File: config.mk
export PLATFORM = sky130hd
export DESIGN_NAME = gpio_mux_port
export DESIGN_NICKNAME = d
export VERILOG_FILES = /design/src/rtl/gpio_mux_pkg.sv /design/src/rtl/gpio_sync.sv /design/src/rtl/gpio_regs.sv /design/src/rtl/gpio_pin_owner.sv /design/src/rtl/gpio_mux_port.sv
export SDC_FILE = /design/constraint.sdc
export NUM_CORES = 1
export LEC_CHECK = 0
export BUFFER_PORTS_ARGS = -buffer_cell sky130_fd_sc_hd__buf_2
export CORE_MARGIN = 2
export CORE_UTILIZATION = 49
export DETAILED_ROUTE_END_ITERATION = 6
export PLACE_DENSITY = 0.91
export SLEW_MARGIN = 20
export SYNTH_ARGS = -nofsm -noshare
export SYNTH_HDL_FRONTEND = slang
export SYNTH_SLANG_ARGS = --single-unit
File: constraint.sdc
create_clock -name clk -period 1.5 [get_ports clk]
set_input_delay 0.075 -clock clk [delete_from_list [all_inputs] [get_ports clk]]
set_output_delay 0.075 -clock clk [all_outputs]
set_load 0.02 [all_outputs]
File: src/rtl/gpio_mux_pkg.sv
package gpio_mux_pkg;
  typedef enum logic [1:0] {
    MODE_MCU = 2'b00,
    MODE_MPU = 2'b01,
    MODE_EMC = 2'b10,
    MODE_RSV = 2'b11
  } op_mode_e;

  typedef enum logic [1:0] {
    ADDR_PORT = 2'd0,
    ADDR_LAT  = 2'd1,
    ADDR_DIR  = 2'd2,
    ADDR_NONE = 2'd3
  } reg_addr_e;

  typedef enum logic [1:0] {
    OWN_GPIO,
    OWN_CCP,
    OWN_PSP,
    OWN_BUS
  } pin_owner_e;
endpackage

File: src/rtl/gpio_sync.sv
module gpio_sync #(
  parameter int WIDTH  = 8,
  parameter int STAGES = 2
) (
  input  logic             clk,
  input  logic             rst_n,
  input  logic [WIDTH-1:0] d,
  output logic [WIDTH-1:0] q
);
  logic [WIDTH-1:0] stg [STAGES];

  for (genvar i = 0; i < STAGES; i++) begin : g_stage
    if (i == 0) begin : g_first
      always_ff @(posedge clk or negedge rst_n) begin
        if (!rst_n) stg[0] <= '0;
        else        stg[0] <= d;
      end

      sync_first_chk: assert property (@(posedge clk) disable iff (!rst_n)
        $past(rst_n) |-> stg[0] == $past(d));
    end else begin : g_next
      always_ff @(posedge clk or negedge rst_n) begin
        if (!rst_n) stg[i] <= '0;
        else        stg[i] <= stg[i-1];
      end

      sync_next_chk: assert property (@(posedge clk) disable iff (!rst_n)
        stg[i] == $past(stg[i-1]));
    end
  end

  assign q = stg[STAGES-1];
endmodule

File: src/rtl/gpio_regs.sv
module gpio_regs
  import gpio_mux_pkg::*;
#(
  parameter int WIDTH = 8
) (
  input  logic             clk,
  input  logic             rst_n,
  input  logic             wr,
  input  logic [1:0]       addr,
  input  logic [WIDTH-1:0] wdata,
  input  logic [WIDTH-1:0] pins_sync,
  output logic [WIDTH-1:0] rdata,
  output logic [WIDTH-1:0] dir_q,
  output logic [WIDTH-1:0] lat_q
);
  logic wr_lat, wr_dir;

  assign wr_lat = wr && (addr == ADDR_PORT || addr == ADDR_LAT);
  assign wr_dir = wr && (addr == ADDR_DIR);

  always_ff @(posedge clk or negedge rst_n) begin
    if (!rst_n) begin
      dir_q <= '1;
      lat_q <= '0;
    end else begin
      if (wr_dir) dir_q <= wdata;
      if (wr_lat) lat_q <= wdata;
    end
  end

  always_comb begin
    case (addr)
      ADDR_PORT: rdata = pins_sync;
      ADDR_LAT:  rdata = lat_q;
      ADDR_DIR:  rdata = dir_q;
      default:   rdata = '0;
    endcase
  end


  reset_state_chk: assert property (@(posedge clk) disable iff (!rst_n)
    !$past(rst_n) |-> (dir_q == '1 && lat_q == '0));

  dir_write_chk: assert property (@(posedge clk) disable iff (!rst_n)
    $past(rst_n) && $past(wr && addr == ADDR_DIR) |-> dir_q == $past(wdata));

  lat_write_chk: assert property (@(posedge clk) disable iff (!rst_n)
    $past(rst_n) && $past(wr && (addr == ADDR_PORT || addr == ADDR_LAT))
      |-> lat_q == $past(wdata));

  unused_addr_chk: assert property (@(posedge clk) disable iff (!rst_n)
    $past(rst_n) && $past(wr && addr == ADDR_NONE) |-> ($stable(dir_q) && $stable(lat_q)));
endmodule

File: src/rtl/gpio_pin_owner.sv
module gpio_pin_owner
  import gpio_mux_pkg::*;
#(
  parameter int WIDTH    = 8,
  parameter int PSP_PINS = 3,
  parameter int CCP_PIN  = 7
) (
  input  logic [1:0]       mode,
  input  logic             bus_dis,
  input  logic             psp_en,
  input  logic             ccp_remap_n,
  input  logic             ccp_out,
  input  logic [WIDTH-1:0] bus_addr_hi,
  input  logic             bus_oe,
  input  logic [WIDTH-1:0] dir_q,
  input  logic [WIDTH-1:0] lat_q,
  output logic             psp_active,
  output logic [WIDTH-1:0] pad_out,
  output logic [WIDTH-1:0] pad_oe
);
  logic bus_own, single_chip, ccp_active;
  pin_owner_e owner [WIDTH];

  assign single_chip = (mode == MODE_MCU);
  assign bus_own     = !single_chip && !bus_dis;
  assign psp_active  = single_chip && psp_en;
  assign ccp_active  = single_chip && !ccp_remap_n;

  for (genvar p = 0; p < WIDTH; p++) begin : g_pin
    localparam bit IS_PSP = (p < PSP_PINS);
    localparam bit IS_CCP = (p == CCP_PIN);

    always_comb begin
      if (bus_own)                   owner[p] = OWN_BUS;
      else if (IS_PSP && psp_active) owner[p] = OWN_PSP;
      else if (IS_CCP && ccp_active) owner[p] = OWN_CCP;
      else                           owner[p] = OWN_GPIO;
    end

    always_comb begin
      case (owner[p])
        OWN_BUS: begin pad_out[p] = bus_addr_hi[p]; pad_oe[p] = bus_oe;    end
        OWN_PSP: begin pad_out[p] = 1'b0;           pad_oe[p] = 1'b0;      end
        OWN_CCP: begin pad_out[p] = ccp_out;        pad_oe[p] = 1'b1;      end
        default: begin pad_out[p] = lat_q[p];       pad_oe[p] = !dir_q[p]; end
      endcase
    end
  end
endmodule

File: src/rtl/gpio_mux_port.sv
module gpio_mux_port
  import gpio_mux_pkg::*;
#(
  parameter int WIDTH       = 8,
  parameter int SYNC_STAGES = 2,
  parameter int PSP_PINS    = 3,
  parameter int CCP_PIN     = 7
) (
  input  logic                clk,
  input  logic                rst_n,
  input  logic                reg_wr,
  input  logic [1:0]          reg_addr,
  input  logic [WIDTH-1:0]    reg_wdata,
  output logic [WIDTH-1:0]    reg_rdata,
  input  logic [1:0]          mode_i,
  input  logic                bus_dis,
  input  logic                psp_en,
  input  logic                ccp_remap_n,
  input  logic                ccp_out,
  input  logic [WIDTH-1:0]    bus_addr_hi,
  input  logic                bus_oe,
  output logic [WIDTH-1:0]    bus_rdata,
  output logic [PSP_PINS-1:0] psp_ctrl,
  input  logic [WIDTH-1:0]    pad_in,
  output logic [WIDTH-1:0]    pad_out,
  output logic [WIDTH-1:0]    pad_oe
);
  logic [WIDTH-1:0] pins_sync, dir_q, lat_q;
  logic             psp_active;

  gpio_sync #(.WIDTH(WIDTH), .STAGES(SYNC_STAGES)) u_sync (
    .clk(clk), .rst_n(rst_n), .d(pad_in), .q(pins_sync)
  );

  gpio_regs #(.WIDTH(WIDTH)) u_regs (
    .clk(clk), .rst_n(rst_n), .wr(reg_wr), .addr(reg_addr),
    .wdata(reg_wdata), .pins_sync(pins_sync), .rdata(reg_rdata),
    .dir_q(dir_q), .lat_q(lat_q)
  );

  gpio_pin_owner #(.WIDTH(WIDTH), .PSP_PINS(PSP_PINS), .CCP_PIN(CCP_PIN)) u_owner (
    .mode(mode_i), .bus_dis(bus_dis), .psp_en(psp_en),
    .ccp_remap_n(ccp_remap_n), .ccp_out(ccp_out),
    .bus_addr_hi(bus_addr_hi), .bus_oe(bus_oe),
    .dir_q(dir_q), .lat_q(lat_q), .psp_active(psp_active),
    .pad_out(pad_out), .pad_oe(pad_oe)
  );

  assign bus_rdata = pins_sync;
  assign psp_ctrl  = psp_active ? pins_sync[PSP_PINS-1:0] : '0;


  psp_pins_input_chk: assert property (@(posedge clk) disable iff (!rst_n)
    (mode_i == MODE_MCU && psp_en) |-> pad_oe[PSP_PINS-1:0] == '0);

  ccp_pin_chk: assert property (@(posedge clk) disable iff (!rst_n)
    (mode_i == MODE_MCU && !ccp_remap_n) |-> (pad_oe[CCP_PIN] && pad_out[CCP_PIN] == ccp_out));

  bus_owns_pins_chk: assert property (@(posedge clk) disable iff (!rst_n)
    (mode_i != MODE_MCU && !bus_dis) |-> (pad_out == bus_addr_hi && pad_oe == {WIDTH{bus_oe}}));
endmodule

Yosys cells after proc, flatten, opt, wreduce, memory -nomap -nowiden

Cells that the tools add are included.

Output and inout port bits: 35
Word-level logic and storage cells: 57
Register bits: 32

Equality and inequality tests: 11
Muxes and demuxes: 23
Reductions and logical operators: 19

Operators with widths:

| cell                                           | number |
|---|---|
| case mux 1 bit (3 select lines)                | 16 |
| case mux 8 bit (3 select lines)                | 1 |
| == test 2 bit (second input constant)          | 7 |
| logical NOT 1 bit                              | 11 |
| == test 2 x 1 -> 1 bit (second input constant) | 4 |
| 2-to-1 mux 2 bit                               | 4 |
| logical AND 1 bit                              | 5 |
| logical NOT 2 bit                              | 2 |
| 2-to-1 mux 3 bit                               | 1 |
| logical OR 1 bit                               | 1 |
| 2-to-1 mux 1 bit                               | 1 |

Depth between registers and ports, before layout

Gate-level depths: netlist of run 1.

Word-level depth: 6
Gate-level depth with buffers: 5

Modules after synthesis

Synthesis of run 1 repeated with hierarchy kept, for this count alone.

Cell total of the unflattened synthesis: 120
Area total of the unflattened synthesis: 1482.7 um^2

Modules (own cells, without submodules):

| module         | seq. area each (um^2) | instances | area an instance (um^2) | cells an instance |
|---|---|---|---|---|
| gpio_regs      | 410.4                 | 1         | 795.8                   | 55 |
| gpio_sync      | 400.4                 | 1         | 460.4                   | 24 |
| gpio_pin_owner | 0.0                   | 1         | 207.7                   | 38 |
| gpio_mux_port  | 0.0                   | 1         | 18.8                    | 3 |

Least setup slack after synthesis of run 1

OpenSTA, ideal clock, no wires.

Path type: reg2out
Start: reg u_regs.dir_q[3]
End: out reg_rdata[3]
Path slack: 371 ps
Path buffers: 0
Required time: 1425 ps
Arrival: 1054 ps
Stages on the path, launching flop included: 3
Cell sequence: dfstp_2 -> mux2i_1 -> o21ai_0

Longest elaborated chain between the ends: 1

Ends and longest elaborated chain:

| element                         | RTL line            | text |
|---|---|---|
| from (decl)                     | gpio_regs.sv:13     | `output logic [WIDTH-1:0] dir_q,` |
| from (signal assigned)          | gpio_regs.sv:26     | `if (wr_dir) dir_q <= wdata;` |
| case mux 8 bit (3 select lines) | gpio_regs.sv:32     | `case (addr)` |
| to (decl)                       | gpio_mux_port.sv:14 | `output logic [WIDTH-1:0] reg_rdata,` |

No other way between the ends.

Worst setup path in the final report of run 1

Start: reg u_regs.dir_q[4]
End: out reg_rdata[4]

The elaborated chain is that of the path after synthesis.

==> run summary, run 1 <==
outcome: finished with violations
failing checks: design-rule violations
Buf/Inv on CP: 1
Multi-input gate area: 576 um^2
r2r startpoint: u_regs.lat_q[0]
first-pass GRT wire length: 6190 um
drt drc: 2
Remaining Overflow, GRT: 0
CTS Root Cell: clkbuf_4
DR iter-0 viols: 56
Post-synth top cells: 24 x dfrtp_1, 22 x nand2_1, 15 x mux2_2
Final Core Density: 73.4%
ANT cells: 0
Clock Path Buffers: 2
endpoints failing setup: 0
layout cell share with drive strength beyond 1: 52.1%
post-synthesis mux area share: 16.9%
critical path's slowest cell: dfstp_2
post-synthesis xor/xnor area fraction: 0%
Syn Area/Cell: 11.5 um^2
Async SR Flop Fraction: 100%
Yosys cell types: 22
DRT Wirelength: 3920 um
Worst setup EP type: output port
RR Endpoint: u_regs.lat_q[0]
gr usage total: 24.7%
VDD IR-drop max: 0.000815 V
I/O pin cnt: 71
worst-skew pair later-pin latency: 0.34 ns
clock tree sinks: 32
Post-Syn Area: 1470 um^2
Hold Path Depth: 3
achievable clock frequency: 708 MHz
setup TNS: 0 ns
Reg clk slew, reported paths: 0.11 ns
Worst Path Max Fanout: 3
antenna violations before repair: 0
chip height: 58.8 um
routability congestion estimate: 0.852
cells along the critical path: mux2i_1, o21ai_0, buf_2
CTS Buf Count: 5
Synth Area in Adders: 0%
fin. max-slew vios: 0
register area: 811 um^2
yosys warns: 0
Final Hold Viols: 0
simple-gate share of the synthesized area: 11.1%
clock period minus worst slack: 1.41 ns
DR vias/cell: 5.38
post-synth top area cell: dfrtp_1
Critical Path RT: 1.42 ns
largest net degree at the start of global routing: 33
Core ar.: 2810 um^2
PwrDens: 1110 nW/um^2
H-tree depth: 2
Final period util: 94.2%
Slew @ Worst Pin: 0.674 ns
share of the synthesized area in the top cell type: 40.8%
Slew headroom: 55.0%
CP Depth: 3
CP startpoint kind: flop
placed cells: 221
Tightest Hold Check Type: input pin to flop
leakage power: 1.05 nW
top-count cell post-synth: dfrtp_1
Compound-Gate Fraction of Synth Area: 11.0%
type of the worst setup path: flop to output port
sequential area share after synthesis: 55.1%
drt wl/cell: 15.9 um
HP Start: reg_wr
synthesized flop and latch total: 32
top cell family by delay on the critical path: flip-flops
post-CTS setup buffer count: 0
fin cells: 246
nets: 250
number of flops mapped to enable cells by yosys: 0
area grow syn2layout: 39.8%
RSZ-0062 raised after global routing: false
Hold Path Sink: u_regs.dir_q[7]
reg-to-reg setup timing slack: 0.70 ns
syn_nets: 164
First-pass DRT Iterations: 6
number of global-route vias before repair: 1359
num rows: 19
Fill cells: 167
Final HPWL DP: 2690 um
main combinational cell family by area after synthesis: multiplexers
Syn Inst Count: 128
Reg2Reg Depth: 1
die area: 3460 um^2
CTS tree: done
clk_skew: 0.0110 ns
# Max-Cap Violations: 0
DR vias: 1324
# port buffers: 70
Initial Util: 52.5%
Routed Antenna Nets: 0
Die Span X: 58.8 um
Critical Path Max Stage Delay: 0.56 ns
top_reg_cell synth: dfrtp_1
Synth area leaders: dfrtp_1 41%, dfstp_2 14%, mux2_2 11%, nand2_1 5.6%, mux2i_1 5.4%
CP Data Arrival Time: 1.34 ns
-- final cells by class --
type	count	share of cell area (%)
clock buffer	5	1.82
timing repair buffer	91	26.7
clock inverter	3	2.07
multi-input combinational	83	27.9
sequential	32	39.4
tap	31	1.88
inverter	1	0.182
-- timing repair --
action / in CTS / in global routing
resized for setup: 0 / 1
hold buffers: 17 / 0
endpoints found under the setup margin: 0 / 1
endpoints found under the hold margin: 48 / 0
-- stage by stage --
stage | setup slack, ns | total power [W] | instance area [um^2] | hold slack (ns)
2_1_floorplan | 0.371 | 0.00140 | 1470 | -0.221
3_3_place_gp | 0.331 | 0.00159 | 1810 | 0.142
3_5_place_dp | 0.289 | 0.00161 | 1810 | 0.146
4_1_cts | 0.0702 | 0.00228 | 2060 | 0.188
5_1_grt | 0.0372 | 0.00239 | 2060 | 0.199
6_report | 0.0867 | 0.00228 | 2060 | 0.192
-- report_power, final --
group | total [W] | internal, W | switching (W)
combinational | 0.000577 | 0.000255 | 0.000322
clock | 0.000646 | 0.000347 | 0.000299
sequential | 0.00106 | 0.000988 | 0.0000704
total | 0.00228 | 0.00159 | 0.000692
-- cells by family (layout without fill, tap and decap cells) --
logic type / Yosys count / in the layout
compound gates: 26 / 26
buf+inv: 13 / 100
flops: 32 / 32
mux: 23 / 23
simple gates: 34 / 34
-- layer usage --
layer	routed length (um)	global-route usage [%]	part of all wire, %	up-vias
met3	243	5.27	6.2	10
met5	0	0	0	-
met1	1430	28.8	36	652
met2	2140	41.6	55	53
li1	-	-	-	609
met4	105	14.9	2.7	0
-- flip-flops by register name, summed over array words and instances (netlist names) --
name / count
u_regs.dir_q: 8
u_sync.q: 8
u_regs.lat_q: 8
u_sync.stg: 8
-- how the worst max path moves through the flow --
stage,start,end,slack [ns]
6_report,u_regs.dir_q[4],reg_rdata[4],0.09
5_1_grt,u_regs.dir_q[4],reg_rdata[4],0.04
4_1_cts,u_regs.dir_q[5],reg_rdata[5],0.07
3_5_place_dp,reg_addr[1],reg_rdata[5],0.29
3_3_place_gp,reg_addr[1],reg_rdata[5],0.33
2_1_floorplan,u_regs.dir_q[3],reg_rdata[3],0.37
-- placed cells by master, fill, tap and decap left out --
cell type and count:
clkinv_2 1, dlygate4sd3_1 17, o21ai_0 12, or2_1 1
o21ai_1 1, nand2_1 22, dfrtp_1 24, a21oi_1 6
clkinvlp_4 1, inv_1 1, o21ba_2 1, o21a_1 1
and3_1 3, a21o_2 1, nor3_1 1, buf_4 4
bufinv_16 1, nand3b_4 1, clkbuf_4 5, nor2b_1 2
mux2i_1 8, nor2_1 3, or4_1 1, buf_2 70
o21bai_2 1, dfstp_2 8, mux2_2 15, a22o_2 3
Power figures use the tool's default switching activity.
==> inputs of run 2 (changes only) <==
--- a/config.mk
+++ b/config.mk
@@ -6,6 +6,7 @@
 export NUM_CORES = 1
 export LEC_CHECK = 0
 export BUFFER_PORTS_ARGS = -buffer_cell sky130_fd_sc_hd__buf_2
+export CORE_ASPECT_RATIO = 1.1
 export CORE_MARGIN = 2
 export CORE_UTILIZATION = 49
 export DETAILED_ROUTE_END_ITERATION = 6
==> run 2 against run 1 <==
Critical path depth stayed put. Sequential power hardly changed. The flow now finishes without violations. Die area hardly changed. Largest cell class unchanged. Worst hold slack worse by 0.18 ns. First-iteration DRC count is 41% lower.
==> run summary, run 2 (synthesized netlist as in run 1, its figures left out) <==
DR vias/cell: 5.07 (-5.8%)
clock period minus worst slack: 1.40 ns (-0.0181 ns)
commonest non-fill, non-tap cells in the layout: 70 x buf_2, 24 x dfrtp_1, 22 x nand2_1
drt drc: 0 (-2)
# Max-Cap Violations: 0 (unchanged)
RSZ-0062 raised after global routing: false
Hold Path Sink: u_regs.lat_q[1]
largest net degree at the start of global routing: 33 (unchanged)
fin. max-slew vios: 0 (unchanged)
H-tree depth: 2 (unchanged)
DR vias: 1247 (-5.8%)
achievable clock frequency: 717 MHz (+1.3%)
placed cell area: 1810 um^2 (+0.14%)
die area: 3460 um^2 (about the same)
clock tree sinks: 32 (unchanged)
DR iter-0 viols: 33 (-41%)
most common cell after layout, fill and taps aside: buf_2
Multi-input gate area: 576 um^2 (unchanged)
CTS tree: done
fin area: 2010 um^2 (-2.3%)
CP startpoint kind: flop
antenna violations before repair: 0 (unchanged)
VDD IR-drop max: 0.000865 V (+6.1%)
number of global-route vias before repair: 1243 (-8.5%)
first-pass GRT wire length: 5420 um (-12%)
nets: 248 (-0.80%)
DRT Wirelength: 3480 um (-11%)
ANT cells: 0 (unchanged)
Fill cells: 206 (+23%)
First-pass DRT Iterations: 4 (-2)
Critical Path RT: 1.42 ns (about the same)
endpoints failing setup: 0 (unchanged)
Reg2Reg Depth: 1 (unchanged)
gr usage total: 20.9% (-3.8 points)
Die Span X: 56.3 um (-4.3%)
chip height: 61.5 um (+4.5%)
Final Hold Viols: 0 (unchanged)
Final HPWL DP: 2580 um (-3.8%)
Tightest Hold Check Type: input pin to flop
clk_skew: 0.00603 ns (-0.00497 ns)
Remaining Overflow, GRT: 0 (unchanged)
Worst Path Max Fanout: 3 (unchanged)
Routed Antenna Nets: 0 (unchanged)
RR Endpoint: u_regs.lat_q[4]
outcome: finished, final reports clean
CTS Buf Count: 5 (unchanged)
layout cell share with drive strength beyond 1: 51.6% (-0.45 points)
reg-to-reg setup timing slack: 0.72 ns (+0.02 ns)
Core ar.: 2800 um^2 (about the same)
type of the worst setup path: flop to output port
drt wl/cell: 14.1 um (-11%)
area grow syn2layout: 36.6%
routability congestion estimate: 0.819 (-4.0%)
leakage power: 1.03 nW (-1.9%)
# port buffers: 70 (unchanged)
Reg clk slew, reported paths: 0.08 ns (-0.03 ns)
HP Start: reg_wdata[1]
I/O pin cnt: 71 (unchanged)
Initial Util: 52.5% (about the same)
setup TNS: 0 ns (unchanged)
Worst setup EP type: output port
CTS Root Cell: clkbuf_4
worst-skew pair later-pin latency: 0.32 ns (-0.02 ns)
num rows: 20 (+1)
post-CTS setup buffer count: 0 (unchanged)
Final period util: 93.0% (-1.2 points)
Hold Path Depth: 2 (-1)
register area: 811 um^2 (unchanged)
CP Data Arrival Time: 1.32 ns (-0.02 ns)
r2r startpoint: u_regs.lat_q[4]
Slew @ Worst Pin: 0.668 ns (-0.00596 ns)
Clock Path Buffers: 2 (unchanged)
Slew headroom: 55.4% (+0.40 points)
PwrDens: 1020 nW/um^2 (-8.1%)
-- run 2: cell count changes in the layout (fill, tap and decap cells not counted) --
| cell | delta |
|---|---|
| bufinv_16 | -1 |
| o21ai_1 | -1 |
| o21ai_0 | +1 |
| clkinvlp_4 | -1 |
| clkbuf_1 | +2 |
| dlygate4sd3_1 | -2 |
-- run 2: layer usage --
metal	wire length (um)	vias up	GRT usage, %	share of wire, %
met5	0	-	0	0
met4	41	0	12.6	1.2
met3	165	7	4.41	4.7
met2	1920	31	38.2	55
met1	1350	604	23.1	39
li1	-	605	-	-
-- run 2: power by group --
group | switching [W] | leakage, nW | internal [W] | total (W)
Clock | 0.000252 | 0.0293 | 0.000182 | 0.000435
Combinational | 0.000312 | 0.632 | 0.000251 | 0.000563
Sequential | 0.0000633 | 0.365 | 0.000987 | 0.00105
-- run 2: worst max-delay path by stage --
stage                               start            to  slack (ns)  depth (start not counted)
after floorplan           u_regs.dir_q[3]  reg_rdata[3]        0.37                          2
after global placement          mode_i[1]    pad_out[1]        0.39                          5
after detailed placement        mode_i[1]    pad_out[1]        0.36                          5
after CTS                 u_regs.dir_q[3]  reg_rdata[3]        0.11                          3
after global routing      u_regs.dir_q[3]  reg_rdata[3]       0.004                          3
final                     u_regs.dir_q[3]  reg_rdata[3]        0.10                          3
-- run 2: layout make-up --
type | count | share of cell area [%]
sequential | 32 | 40.3
multi-input combinational | 83 | 28.6
timing repair buffer | 89 | 26.4
clock buffer | 7 | 2.24
tap | 33 | 2.05
clock inverter | 1 | 0.249
inverter | 1 | 0.187
-- run 2: repair_timing --
action | in CTS | in global routing
hold buffers | 14 | 1
endpoints found under the hold margin | 39 | 1
gates resized for setup | 0 | 0
setup endpoints to repair | 0 | 0
-- run 2: worst max-delay path, stage by stage, from the launching register on --
cell and delay, ns:
dfstp_2 0.54, mux2i_1 0.06, o21ai_0 0.20, buf_2 0.20
-- run 2: per-stage QoR --
| step | cells | utilization (%) | worst slack, ns | power, W | hold WS (ns) |
|---|---|---|---|---|---|
| 2_1_floorplan | 128 | - | 0.371 | 0.00140 | -0.221 |
| 3_3_place_gp | 223 | 64.6 | 0.393 | 0.00158 | 0.135 |
| 3_5_place_dp | 223 | 64.6 | 0.356 | 0.00160 | 0.133 |
| 4_1_cts | 245 | 71.4 | 0.113 | 0.00206 | 0.000529 |
| 5_1_grt | 246 | 71.8 | 0.00364 | 0.00217 | 0.000726 |
| 6_report | 246 | 71.8 | 0.105 | 0.00205 | 0.0104 |
